## src/rtl/fpg_pkg.sv

```systemverilog
package fpg_pkg;
  typedef enum logic [1:0] {
    REG_CTRL = 2'd0,
    REG_STAT = 2'd1,
    REG_BLK  = 2'd2,
    REG_NONE = 2'd3
  } reg_sel_e;

  localparam int CTRL_UNLOCK = 0;
  localparam int CTRL_PROG   = 1;
  localparam int CTRL_ERASE  = 2;
  localparam int CTRL_BITS   = 3;

  typedef struct packed {
    logic ers;
    logic prg;
    logic swe;
  } ctrl_t;
endpackage

```

## src/rtl/fpg_rst_sync.sv

```systemverilog
module fpg_rst_sync #(
  parameter int STAGES = 2
) (
  input  logic clk,
  input  logic arst_n,
  output logic srst_n
);
  logic [STAGES-1:0] chain_q;

  always_ff @(posedge clk or negedge arst_n) begin
    if (!arst_n) chain_q <= '0;
    else         chain_q <= {chain_q[STAGES-2:0], 1'b1};
  end

  assign srst_n = chain_q[STAGES-1];
endmodule

```

## src/rtl/fpg_error_detect.sv

```systemverilog
module fpg_error_detect (
  input  logic op_active,
  input  logic flash_read,
  input  logic exception_start,
  input  logic sleep_exec,
  output logic err_event
);
  logic fault_src;

  always_comb begin
    fault_src = flash_read | exception_start | sleep_exec;
    err_event = op_active & fault_src;
  end
endmodule

```

## src/rtl/fpg_ctrl_regs.sv

```systemverilog
module fpg_ctrl_regs
  import fpg_pkg::*;
#(
  parameter int DATA_W = 8
) (
  input  logic              clk,
  input  logic              rst_n,
  input  logic              wr_ctrl,
  input  logic              wr_blk,
  input  logic [DATA_W-1:0] wdata,
  input  logic              err_event,
  input  logic              low_power_req,
  output ctrl_t             ctrl,
  output logic [DATA_W-1:0] blk,
  output logic              err
);
  ctrl_t             ctrl_q, ctrl_n;
  logic [DATA_W-1:0] blk_q, blk_n;
  logic              err_q, err_n;
  logic              upd_en;
  logic              go_ok;

  always_comb begin
    ctrl_n = ctrl_q;
    blk_n  = blk_q;
    err_n  = err_q;
    go_ok  = 1'b0;
    upd_en = wr_ctrl | wr_blk | err_event | low_power_req;
    if (low_power_req) begin
      ctrl_n = '0;
      blk_n  = '0;
      err_n  = 1'b0;
    end else if (err_event) begin
      err_n      = 1'b1;
      ctrl_n.prg = 1'b0;
      ctrl_n.ers = 1'b0;
    end else begin
      if (wr_ctrl) begin
        go_ok = ctrl_q.swe & wdata[CTRL_UNLOCK] & ~err_q &
                ~(wdata[CTRL_PROG] & wdata[CTRL_ERASE]);
        ctrl_n.swe = wdata[CTRL_UNLOCK];
        ctrl_n.prg = go_ok & wdata[CTRL_PROG];
        ctrl_n.ers = go_ok & wdata[CTRL_ERASE] & (|blk_q);
      end
      if (wr_blk) blk_n = wdata;
    end
  end

  always_ff @(posedge clk or negedge rst_n) begin
    if (!rst_n) begin
      ctrl_q <= '0;
      blk_q  <= '0;
      err_q  <= 1'b0;
    end else if (upd_en) begin
      ctrl_q <= ctrl_n;
      blk_q  <= blk_n;
      err_q  <= err_n;
    end
  end

  assign ctrl = ctrl_q;
  assign blk  = blk_q;
  assign err  = err_q;

  assert_excl_R6: assert property (@(posedge clk) disable iff (!rst_n)
    !(ctrl_q.prg && ctrl_q.ers));

  assert_unlock_gate_R4: assert property (@(posedge clk) disable iff (!rst_n)
    !ctrl_q.swe |=> (!ctrl_q.prg && !ctrl_q.ers));

  assert_prog_entry_R3: assert property (@(posedge clk) disable iff (!rst_n)
    (wr_ctrl && ctrl_q.swe && !err_q && !err_event && !low_power_req &&
     wdata[CTRL_UNLOCK] && wdata[CTRL_PROG] && !wdata[CTRL_ERASE]) |=> ctrl_q.prg);

  assert_erase_blocks_R5: assert property (@(posedge clk) disable iff (!rst_n)
    $rose(ctrl_q.ers) |-> (blk_q != '0));

  assert_sticky_R11: assert property (@(posedge clk) disable iff (!rst_n)
    (err_q && !low_power_req) |=> err_q);

  assert_lowpower_R12: assert property (@(posedge clk) disable iff (!rst_n)
    low_power_req |=> (ctrl_q == '0 && blk_q == '0 && !err_q));
endmodule

```

## src/rtl/flash_pe_guard.sv

```systemverilog
module flash_pe_guard
  import fpg_pkg::*;
#(
  parameter int DATA_W      = 8,
  parameter int SYNC_STAGES = 2
) (
  input  logic              clk,
  input  logic              rst_n,
  input  logic [1:0]        bus_addr,
  input  logic [DATA_W-1:0] bus_wdata,
  input  logic              bus_we,
  output logic [DATA_W-1:0] bus_rdata,
  input  logic              flash_read,
  input  logic              exception_start,
  input  logic              sleep_exec,
  input  logic              low_power_req,
  output logic              program_active,
  output logic              erase_active,
  output logic [DATA_W-1:0] erase_blocks,
  output logic              error_flag
);
  localparam int PAD_W = DATA_W - CTRL_BITS;

  logic              srst_n;
  logic              wr_ctrl, wr_blk;
  logic              op_active;
  logic              err_event;
  ctrl_t             ctrl;
  logic [DATA_W-1:0] blk;
  logic              err;
  reg_sel_e          sel;

  fpg_rst_sync #(.STAGES(SYNC_STAGES)) u_rst_sync (
    .clk    (clk),
    .arst_n (rst_n),
    .srst_n (srst_n)
  );

  always_comb begin
    sel     = reg_sel_e'(bus_addr);
    wr_ctrl = bus_we && (sel == REG_CTRL);
    wr_blk  = bus_we && (sel == REG_BLK);
  end

  assign op_active = ctrl.prg | ctrl.ers;

  fpg_error_detect u_err_det (
    .op_active       (op_active),
    .flash_read      (flash_read),
    .exception_start (exception_start),
    .sleep_exec      (sleep_exec),
    .err_event       (err_event)
  );

  fpg_ctrl_regs #(.DATA_W(DATA_W)) u_regs (
    .clk           (clk),
    .rst_n         (srst_n),
    .wr_ctrl       (wr_ctrl),
    .wr_blk        (wr_blk),
    .wdata         (bus_wdata),
    .err_event     (err_event),
    .low_power_req (low_power_req),
    .ctrl          (ctrl),
    .blk           (blk),
    .err           (err)
  );

  always_comb begin
    case (sel)
      REG_CTRL: bus_rdata = {{PAD_W{1'b0}}, ctrl.ers, ctrl.prg, ctrl.swe};
      REG_STAT: bus_rdata = {err, {(DATA_W-1){1'b0}}};
      REG_BLK:  bus_rdata = blk;
      default:  bus_rdata = '0;
    endcase
  end

  assign program_active = ctrl.prg;
  assign erase_active   = ctrl.ers;
  assign erase_blocks   = ctrl.ers ? blk : '0;
  assign error_flag     = err;

  assert_flash_read_abort_R7: assert property (@(posedge clk) disable iff (!srst_n)
    (op_active && flash_read && !low_power_req) |=>
      (error_flag && !program_active && !erase_active));

  assert_exception_abort_R8: assert property (@(posedge clk) disable iff (!srst_n)
    (op_active && exception_start && !low_power_req) |=>
      (error_flag && !program_active && !erase_active));

  assert_sleep_abort_R9: assert property (@(posedge clk) disable iff (!srst_n)
    (op_active && sleep_exec && !low_power_req) |=>
      (error_flag && !program_active && !erase_active));

  assert_idle_fault_R10: assert property (@(posedge clk) disable iff (!srst_n)
    (!op_active && !error_flag && !low_power_req) |=> !error_flag);

  assert_erase_out_R5: assert property (@(posedge clk) disable iff (!srst_n)
    !erase_active |-> (erase_blocks == '0));
endmodule

```

## config.mk

```make
export PLATFORM = sky130hd
export DESIGN_NAME = flash_pe_guard
export DESIGN_NICKNAME = d
export VERILOG_FILES = /design/src/rtl/fpg_pkg.sv /design/src/rtl/fpg_rst_sync.sv /design/src/rtl/fpg_error_detect.sv /design/src/rtl/fpg_ctrl_regs.sv /design/src/rtl/flash_pe_guard.sv
export SDC_FILE = /design/constraint.sdc
export NUM_CORES = 1
export LEC_CHECK = 0
export ABC_AREA = 1
export BUFFER_PORTS_ARGS = -buffer_cell sky130_fd_sc_hd__buf_4
export CAP_MARGIN = 20
export CORE_UTILIZATION = 45
export DETAILED_ROUTE_END_ITERATION = 10
export PLACE_DENSITY = 0.78
export SLEW_MARGIN = 20
export SYNTH_ARGS = -nofsm -noshare
export SYNTH_HDL_FRONTEND = slang
export SYNTH_HIERARCHICAL = 1
export SYNTH_SLANG_ARGS = --single-unit
```

## constraint.sdc

```tcl
create_clock -name clk -period 0.8 [get_ports clk]
set_input_delay 0.04 -clock clk [delete_from_list [all_inputs] [get_ports clk]]
set_output_delay 0.04 -clock clk [all_outputs]
set_load 0.05 [all_outputs]
```

==> run summary, run 1 <==
### Synth
• **Unique masters post-synth** 20
• **number of nets produced by synthesis** 137
• **synthesis warning total** 6
• **post-synthesis sequential area ratio** 41.0%
• **largest area contributor in the netlist** sky130_fd_sc_hd__dfrtp_1
• **per-instance average area after synthesis** 7.12 um2
• **EDFF count, synth** 0
• **fraction of synthesized cell area taken by the top area cell type** 41.0%
• **top cell types by occurrence after synthesis** sky130_fd_sc_hd__inv_1, sky130_fd_sc_hd__nand2_1, sky130_fd_sc_hd__nand3_1
• **combined area of all synthesized cells** 855 um2
• **Seq cells post-synth** 14
• **top cells by area, synth** sky130_fd_sc_hd__dfrtp_1, sky130_fd_sc_hd__inv_1, sky130_fd_sc_hd__nand2_1
• **post-synthesis cell count** 120
• **async set-reset flop share out of synthesis** 100%
• **Most used DFF post-synth** sky130_fd_sc_hd__dfrtp_1

### Placed design
• **post-DP HPWL** 1.97 mm
• **number of port buffers** 35
• **total placed instance area** 0.00142 mm2
• **GP Congestion** 0.858

### Floorplanning
• **horizontal extent of the die** 45.6 um
• **number of cell rows** 15
• **number of top-level design ports** 36
• **initial standard-cell utilization of the core** 49.0%
• **height of the die** 45.6 um

### Clock tree
• **htree depth** 1
• **TritonCTS buffer count** 3
• **maximum buffer depth of the clock tree** 2
• **number of clock sinks seen by CTS** 14
• **buffer type at the clock tree root** sky130_fd_sc_hd__clkbuf_4

### Global routing
• **largest net degree at the start of global routing** 16

### Run status
• **Tool Error** [ERROR DPL-0038] Utilization greater than 100%, impossible to legalize
• **outcome** did not finish
• **last stage the flow got to** global routing

### Timing
• **kind of endpoint with the least setup slack** register data pin
• **last worst endpoint in the global-route repair_timing** u_regs/ctrl[2]$_DFFE_PN0P_/D

[cell families after synthesis]
group,Yosys count,synth area share [%]
simple gates,62,33.5
buf+inv,31,15.8
flops,14,41.0
compound gates,12,9.22
other cells,1,0.439
[through the flow]
step                      cells  worst slack (ns)
after floorplan             120            -0.710
after global placement      201            -0.450
after detailed placement    201            -0.489
after CTS                   209            -0.504
[timing repair]
item / in CTS
buffers inserted: 1
hold buffers: 3
gates resized for setup: 48
pin swaps: 13
setup endpoints to repair: 31
hold endpoints to repair: 4
==> inputs of run 2 (changes only) <==
- CORE_AREA: unset -> 2 2 63 65
- CORE_UTILIZATION: 45 -> unset
- DIE_AREA: unset -> 0 0 65 67
- PLACE_DENSITY: 0.78 -> unset
- PLACE_DENSITY_LB_ADDON: unset -> 0.15
==> run 2 against run 1 <==
Effect of this change: synthesized cell count is the same; synthesized area is the same; the flow now finishes, with violations (setup timing).
==> run summary, run 2 <==
### Final layout
• **Antenna Cells** 0
• **layout overhead on the synthesized area** 103%
• **net total in the final layout** 203
• **most used cells in the layout excluding fill and tap cells** sky130_fd_sc_hd__buf_4, sky130_fd_sc_hd__buf_6, sky130_fd_sc_hd__inv_1, sky130_fd_sc_hd__nand2_1
• **number of flip-flops under the largest register name** 8
• **Post-Layout Inst Area** 0.00173 mm2
• **most common cell after layout, fill and taps aside** sky130_fd_sc_hd__buf_4
• **share of cells above drive strength 1** 64.9%
• **end-of-flow core utilization** 48.0%

### Synth
• **post-synthesis sequential area ratio** 41.0%, unchanged
• **async set-reset flop share out of synthesis** 100%, unchanged
• **post-synthesis cell count** 120, unchanged
• **EDFF count, synth** 0, unchanged
• **Unique masters post-synth** 20, unchanged
• **per-instance average area after synthesis** 7.12 um2, unchanged
• **fraction of synthesized cell area taken by the top area cell type** 41.0%, unchanged
• **synthesis warning total** 6, unchanged
• **largest area contributor in the netlist** sky130_fd_sc_hd__dfrtp_1
• **Most used DFF post-synth** sky130_fd_sc_hd__dfrtp_1
• **combined area of all synthesized cells** 855 um2, unchanged
• **Seq cells post-synth** 14, unchanged
• **top cells by area, synth** sky130_fd_sc_hd__dfrtp_1, sky130_fd_sc_hd__inv_1, sky130_fd_sc_hd__nand2_1
• **top cell types by occurrence after synthesis** sky130_fd_sc_hd__inv_1, sky130_fd_sc_hd__nand2_1, sky130_fd_sc_hd__nand3_1
• **number of nets produced by synthesis** 137, unchanged

### Timing
• **min cycle time layout** 1.29 ns
• **RSZ-0062 raised after global routing** yes
• **maximum frequency from static timing analysis** 773 MHz
• **part of the cycle the worst path needs** 162%
• **final worst setup slack** -0.494 ns
• **max-slew violation total from the final report** 0
• **final clock skew** 0.00416 ns
• **worst hold slack** 0.0266 ns
• **aggregate negative setup slack** -10.84 ns
• **Final Hold Fails** 0
• **number of endpoints failing setup at the final stage** 31

### Global routing
• **largest net degree at the start of global routing** 16
• **initial antenna violation count** 0
• **global-route wire length before repair** 4.35 mm
• **via count of the first global-routing pass** 1,010
• **overflow left after global routing** 0
• **Global Route met1 Usage** 15.1%
• **global routing's busiest layer** met2
• **met3 layer usage reported by global route** 1.86%
• **GR Layer Usage met2** 24.6%
• **GRT Resource Usage Total** 13.3%

### Critical path
• **Top delay family on crit path** flip-flops
• **cell-by-cell listing of the critical path** or2_1 -> inv_2 -> a21oi_4 -> o21ai_4 -> buf_12 -> nand3_2 -> o21ai_1
• **Crit path required time** 0.97 ns
• **Worst Setup SP** u_regs/ctrl[1]$_DFFE_PN0P_
• **category of the most critical setup path** reg -> reg
• **Crit-path slowest cell** sky130_fd_sc_hd__dfrtp_2
• **Reg2Reg Launch Point** u_regs/ctrl[1]$_DFFE_PN0P_
• **Critical Path Start Type** register
• **highest fanout seen on the critical path** 15
• **Largest stage delay, worst path** 0.39 ns
• **element type at the critical path end** register
• **Worst R2R Setup Slack** -0.49 ns
• **Worst Path Arrival** 1.46 ns
• **count of buffer and inverter cells on the critical path** 2

### Run status
• **outcome** finished with violations
• **failing checks** setup timing

### Placed design
• **GP Congestion** 0.887, +3.4%
• **total placed instance area** 0.00143 mm2, +0.62%
• **post-placement worst setup slack** -0.502 ns, -0.0124 ns
• **post-DP HPWL** 1.93 mm, -2.1%
• **number of port buffers** 35, unchanged

### Clock tree
• **clock tree from TritonCTS** yes
• **TritonCTS buffer count** 3, unchanged
• **htree depth** 1, unchanged
• **Worst-path clk slew** 0.06 ns
• **number of clock sinks seen by CTS** 14, unchanged
• **maximum buffer depth of the clock tree** 2, unchanged
• **insertion delay to the later sink of the worst-skew pair** 0.24 ns
• **buffer type at the clock tree root** sky130_fd_sc_hd__clkbuf_8

### Power
• **VDD IR max** 0.629 mV
• **Leakage** 0.802 nW
• **power per standard cell area** 1100 mW/mm2

### Route
• **remaining routing DRC violations** 0
• **Initial DRT Pass Iterations** 4
• **DRT Wirelength** 2.68 mm
• **drt first-iter violations** 28
• **Wirelength per Cell** 11.5 um
• **drt via density** 4.18
• **Final ANT Viol Nets** 0
• **via count** 975

### Run
• **Max Cap Viol** 0

### Floorplanning
• **number of top-level design ports** 36, unchanged
• **number of cell rows** 22, +7
• **horizontal extent of the die** 65 um, +43%
• **Core ar.** 0.00361 mm2
• **overall die area** 0.00436 mm2
• **height of the die** 67 um, +47%
• **initial standard-cell utilization of the core** 23.7%, -25 points

### Worst hold path
• **classification of the worst-slack hold path** in -> reg
• **hold wc startpoint** bus_wdata[7]

==> run 2: cell counts after synthesis <==
Identical to the previous run, type by type.
==> run 2: power breakdown <==
group | internal (mW) | leakage, nW | switching (mW)
clock | 0.352 | 0.0228 | 0.246
sequential | 0.749 | 0.177 | 0.0460
combinational | 0.253 | 0.602 | 0.263
==> run 2: timing repair <==
action	in CTS	in global routing
buffers inserted	5	2
gates resized for setup	53	9
gates cloned	0	0
pin swaps	15	4
hold buffers	2	0
hold endpoints to repair	3	0
setup endpoints to repair	31	31
==> run 2: cell type report <==
| class | count | area, um2 |
|---|---|---|
| fillers | 349 | 1870 |
| repair buffers | 64 | 614 |
| multi-input cells | 75 | 519 |
| flip-flops and latches | 14 | 355 |
| inverters | 28 | 138 |
| well taps | 48 | 60.1 |
| clock buffers | 4 | 45.0 |
==> run 2: cells by family after synthesis <==
family          synth area share, %
simple gates                   33.5
buf+inv                        15.8
flops                          41.0
compound gates                 9.22
other cells                   0.439
==> run 2: stage by stage <==
step,instances,power [mW]
after floorplan,120,1.02
after global placement,223,1.24
after detailed placement,223,1.25
after CTS,234,1.92
after global routing,233,2.02
final,233,1.91
==> run 2: final timing paths <==
path	to	depth (start not counted)
min	u_regs/blk[7]$_DFFE_PN0P_	3
min in group asynchronous	u_regs/ctrl[2]$_DFFE_PN0P_	0
max	u_regs/blk[4]$_DFFE_PN0P_	7
max reg2reg	u_regs/blk[4]$_DFFE_PN0P_	7
min reg2reg	u_regs/ctrl[2]$_DFFE_PN0P_	0
max in group asynchronous	u_regs/blk[7]$_DFFE_PN0P_	1
==> run 2: worst register-to-register path: cells and delay by family, from the launching register on <==
family	cells	cell delay (ns)
and+or+nand+nor	2	0.30
DFF	1	0.39
buffers and inverters	2	0.24
AOI/OAI and AO/OA	3	0.28
==> run 2: routing by layer <==
metal / up-vias / wire [um]
met5: - / 0
met4: 0 / 54
met3: 6 / 93
met2: 23 / 1420
met1: 456 / 1110
li1: 490 / -
(Power assumes the default switching activity.)
==> inputs of run 3 (changes only) <==
- GPL_TIMING_DRIVEN: unset -> 0
==> run 3 against run 2 <==
Effect of this change: the flow still finishes with violations (setup timing); global-route usage shrank 0.98 points; design area decreased by 6.6%; combinational power down 14%; cell count fell by 7.3%; largest power group unchanged; power decreased by 3.8%; sequential share of layout area rose by 1.5 points.
==> run summary, run 3 (synthesis results as in run 2) <==
### Worst hold path
• **hold wc startpoint** bus_wdata[7]
• **number of instances on the worst hold path** 3, unchanged
• **classification of the worst-slack hold path** in -> reg
• **destination of the worst hold path** u_regs/blk[7]$_DFFE_PN0P_

### Global routing
• **overflow left after global routing** 0, unchanged
• **largest net degree at the start of global routing** 13, -3
• **initial antenna violation count** 0, unchanged
• **via count of the first global-routing pass** 952, -5.7%
• **global-route wire length before repair** 4.06 mm, -6.8%
• **GRT Resource Usage Total** 12.3%, -0.98 points

### Final layout
• **Cell Count, Final, Fillers Out** 216, -7.3%
• **share of cells above drive strength 1** 63.1%, -1.8 points
• **Post-Layout Inst Area** 0.00162 mm2, -6.6%
• **layout overhead on the synthesized area** 89.2%
• **net total in the final layout** 186, -8.4%
• **most common cell after layout, fill and taps aside** sky130_fd_sc_hd__buf_4
• **number of flip-flops under the largest register name** 8, unchanged
• **fill cell instance count of the final layout** 361, +3.4%
• **Antenna Cells** 0, unchanged
• **end-of-flow core utilization** 44.8%, -3.2 points
• **most used cells in the layout excluding fill and tap cells** sky130_fd_sc_hd__buf_4, sky130_fd_sc_hd__buf_6, sky130_fd_sc_hd__inv_1, sky130_fd_sc_hd__nand3_2, sky130_fd_sc_hd__nand2_1

### Clock tree
• **buffer type at the clock tree root** sky130_fd_sc_hd__clkbuf_8
• **insertion delay to the later sink of the worst-skew pair** 0.24 ns, about the same
• **maximum buffer depth of the clock tree** 2, unchanged
• **Worst-path clk slew** 0.06 ns, about the same
• **number of clock sinks seen by CTS** 14, unchanged
• **htree depth** 1, unchanged
• **clock tree from TritonCTS** yes
• **TritonCTS buffer count** 3, unchanged

### Timing
• **max-slew violation total from the final report** 0, unchanged
• **number of endpoints failing setup at the final stage** 31, unchanged
• **max_slew headroom** 64.4%
• **final clock skew** 0.00570 ns, +0.00154 ns
• **Worst-Margin Slew** 0.530 ns
• **RSZ-0062 raised after global routing** yes
• **aggregate negative setup slack** -13.24 ns, -2.40 ns
• **part of the cycle the worst path needs** 178%, +17 points
• **maximum frequency from static timing analysis** 701 MHz, -9.3%
• **final worst setup slack** -0.626 ns, -0.132 ns
• **Final Hold Fails** 0, unchanged
• **worst hold slack** 0.0354 ns, +0.00888 ns
• **min cycle time layout** 1.43 ns, +0.132 ns

### Power
• **internal power contribution** 1.30 mW, -4.2%
• **VDD IR max** 0.886 mV, +41%
• **power per standard cell area** 1130 mW/mm2, +3.0%
• **Leakage** 0.728 nW, -9.3%
• **Comb pwr share** 24.1%, -2.9 points
• **Sequential Power Share** 43.6%, +2.0 points
• **switching power summed over all nets** 539 uW, -2.9%
• **Clk network pwr share** 32.3%, +1.0 points
• **Power, Total** 1.83 mW, -3.8%
• **proportion of total power due to net switching** 29.4%, +0.29 points

### Floorplanning
• **horizontal extent of the die** 65 um, unchanged
• **Core ar.** 0.00361 mm2, unchanged
• **number of cell rows** 22, unchanged
• **overall die area** 0.00436 mm2, unchanged
• **number of top-level design ports** 36, unchanged
• **height of the die** 67 um, unchanged
• **initial standard-cell utilization of the core** 23.7%, unchanged

### Critical path
• **category of the most critical setup path** reg -> reg
• **Reg2Reg Launch Point** u_regs/ctrl[2]$_DFFE_PN0P_
• **Critical Path Start Type** register
• **Worst R2R Setup Slack** -0.63 ns, -0.13 ns
• **element type at the critical path end** register
• **worst reg2reg path depth** 8, +1
• **reg-to-reg critical path endpoint** u_regs/blk[0]$_DFFE_PN0P_
• **Worst Path Arrival** 1.59 ns, +0.13 ns
• **highest fanout seen on the critical path** 5, -10
• **Crit path required time** 0.96 ns, about the same

### Route
• **via count** 872, -11%
• **remaining routing DRC violations** 0, unchanged
• **drt first-iter violations** 27, -3.6%
• **Final ANT Viol Nets** 0, unchanged
• **DRT Wirelength** 2.41 mm, -10%
• **drt via density** 4.04, -3.5%
• **Initial DRT Pass Iterations** 4, unchanged
• **Wirelength per Cell** 11.1 um, -3.2%

### Run
• **Max Cap Viol** 0, unchanged

### Placed design
• **DP Cell Count** 202, -9.4%
• **post-DP HPWL** 1.76 mm, -9.0%
• **total placed instance area** 0.00127 mm2, -11%
• **post-placement worst setup slack** -0.681 ns, -0.179 ns
• **GP Congestion** 0.844, -4.9%
• **number of port buffers** 34, -2.9%

### Run status
• **outcome** finished with violations
• **failing checks** setup timing

## run 3: cell count changes in the layout (fill, tap and decap cells not counted), sizes merged
cell  before  now
buf       62   45
## run 3: cell type report
| cell class | instances | area (um2) | share of cell area [%] |
|---|---|---|---|
| inverters | 28 | 138 | 8.51 |
| flip-flops and latches | 14 | 355 | 22.0 |
| multi-input cells | 75 | 539 | 33.4 |
| repair buffers | 44 | 445 | 27.6 |
| well taps | 48 | 60.1 | 3.72 |
| plain buffers | 3 | 33.8 | 2.09 |
| clock buffers | 4 | 45.0 | 2.79 |
## run 3: how the worst max path moves through the flow
stage | slack, ns | end | start
global placement | -0.69 | u_regs/blk[3]$_DFFE_PN0P_ | u_regs/ctrl[2]$_DFFE_PN0P_
finish | -0.63 | u_regs/blk[0]$_DFFE_PN0P_ | u_regs/ctrl[2]$_DFFE_PN0P_
CTS | -0.64 | u_regs/blk[4]$_DFFE_PN0P_ | u_regs/ctrl[2]$_DFFE_PN0P_
global route | -0.74 | u_regs/blk[4]$_DFFE_PN0P_ | u_regs/ctrl[2]$_DFFE_PN0P_
floorplan | -0.71 | u_regs/blk[7]$_DFFE_PN0P_ | u_regs/ctrl[2]$_DFFE_PN0P_
detailed placement | -0.68 | u_regs/blk[7]$_DFFE_PN0P_ | u_regs/ctrl[2]$_DFFE_PN0P_
## run 3: power groups by stage
stage          Clock (mW)  Combinational [mW]  Sequential (mW)
3_3_place_gp            0               0.351            0.802
3_5_place_dp            0               0.351            0.804
4_1_cts             0.622               0.424            0.801
2_1_floorplan           0               0.230            0.790
6_report            0.592               0.442            0.800
5_1_grt             0.647               0.480            0.810
## run 3: metal layers
layer	vias up	GRT usage (%)	share of wire [%]
li1	458	-	-
met1	397	14.4	44
met2	15	21.8	52
met3	2	2.36	3.3
met4	0	5.32	0.62
met5	-	0	0
## run 3: what timing repair did
item	in CTS	in global routing
gates cloned	1	0
setup buffers	7	0
hold endpoints to repair	3	0
pin swaps	11	4
hold buffers	2	0
gates resized for setup	45	14
endpoints found under the setup margin	31	31
## run 3: worst max-delay path, cell delays in order, from the launching register on
cell                      delay, ns
sky130_fd_sc_hd__dfrtp_2       0.41
sky130_fd_sc_hd__buf_6         0.12
sky130_fd_sc_hd__or2_1         0.23
sky130_fd_sc_hd__inv_2         0.07
sky130_fd_sc_hd__a21oi_4       0.05
sky130_fd_sc_hd__o21ai_4       0.21
sky130_fd_sc_hd__buf_12        0.15
sky130_fd_sc_hd__nand3_2       0.06
sky130_fd_sc_hd__o21ai_2       0.06
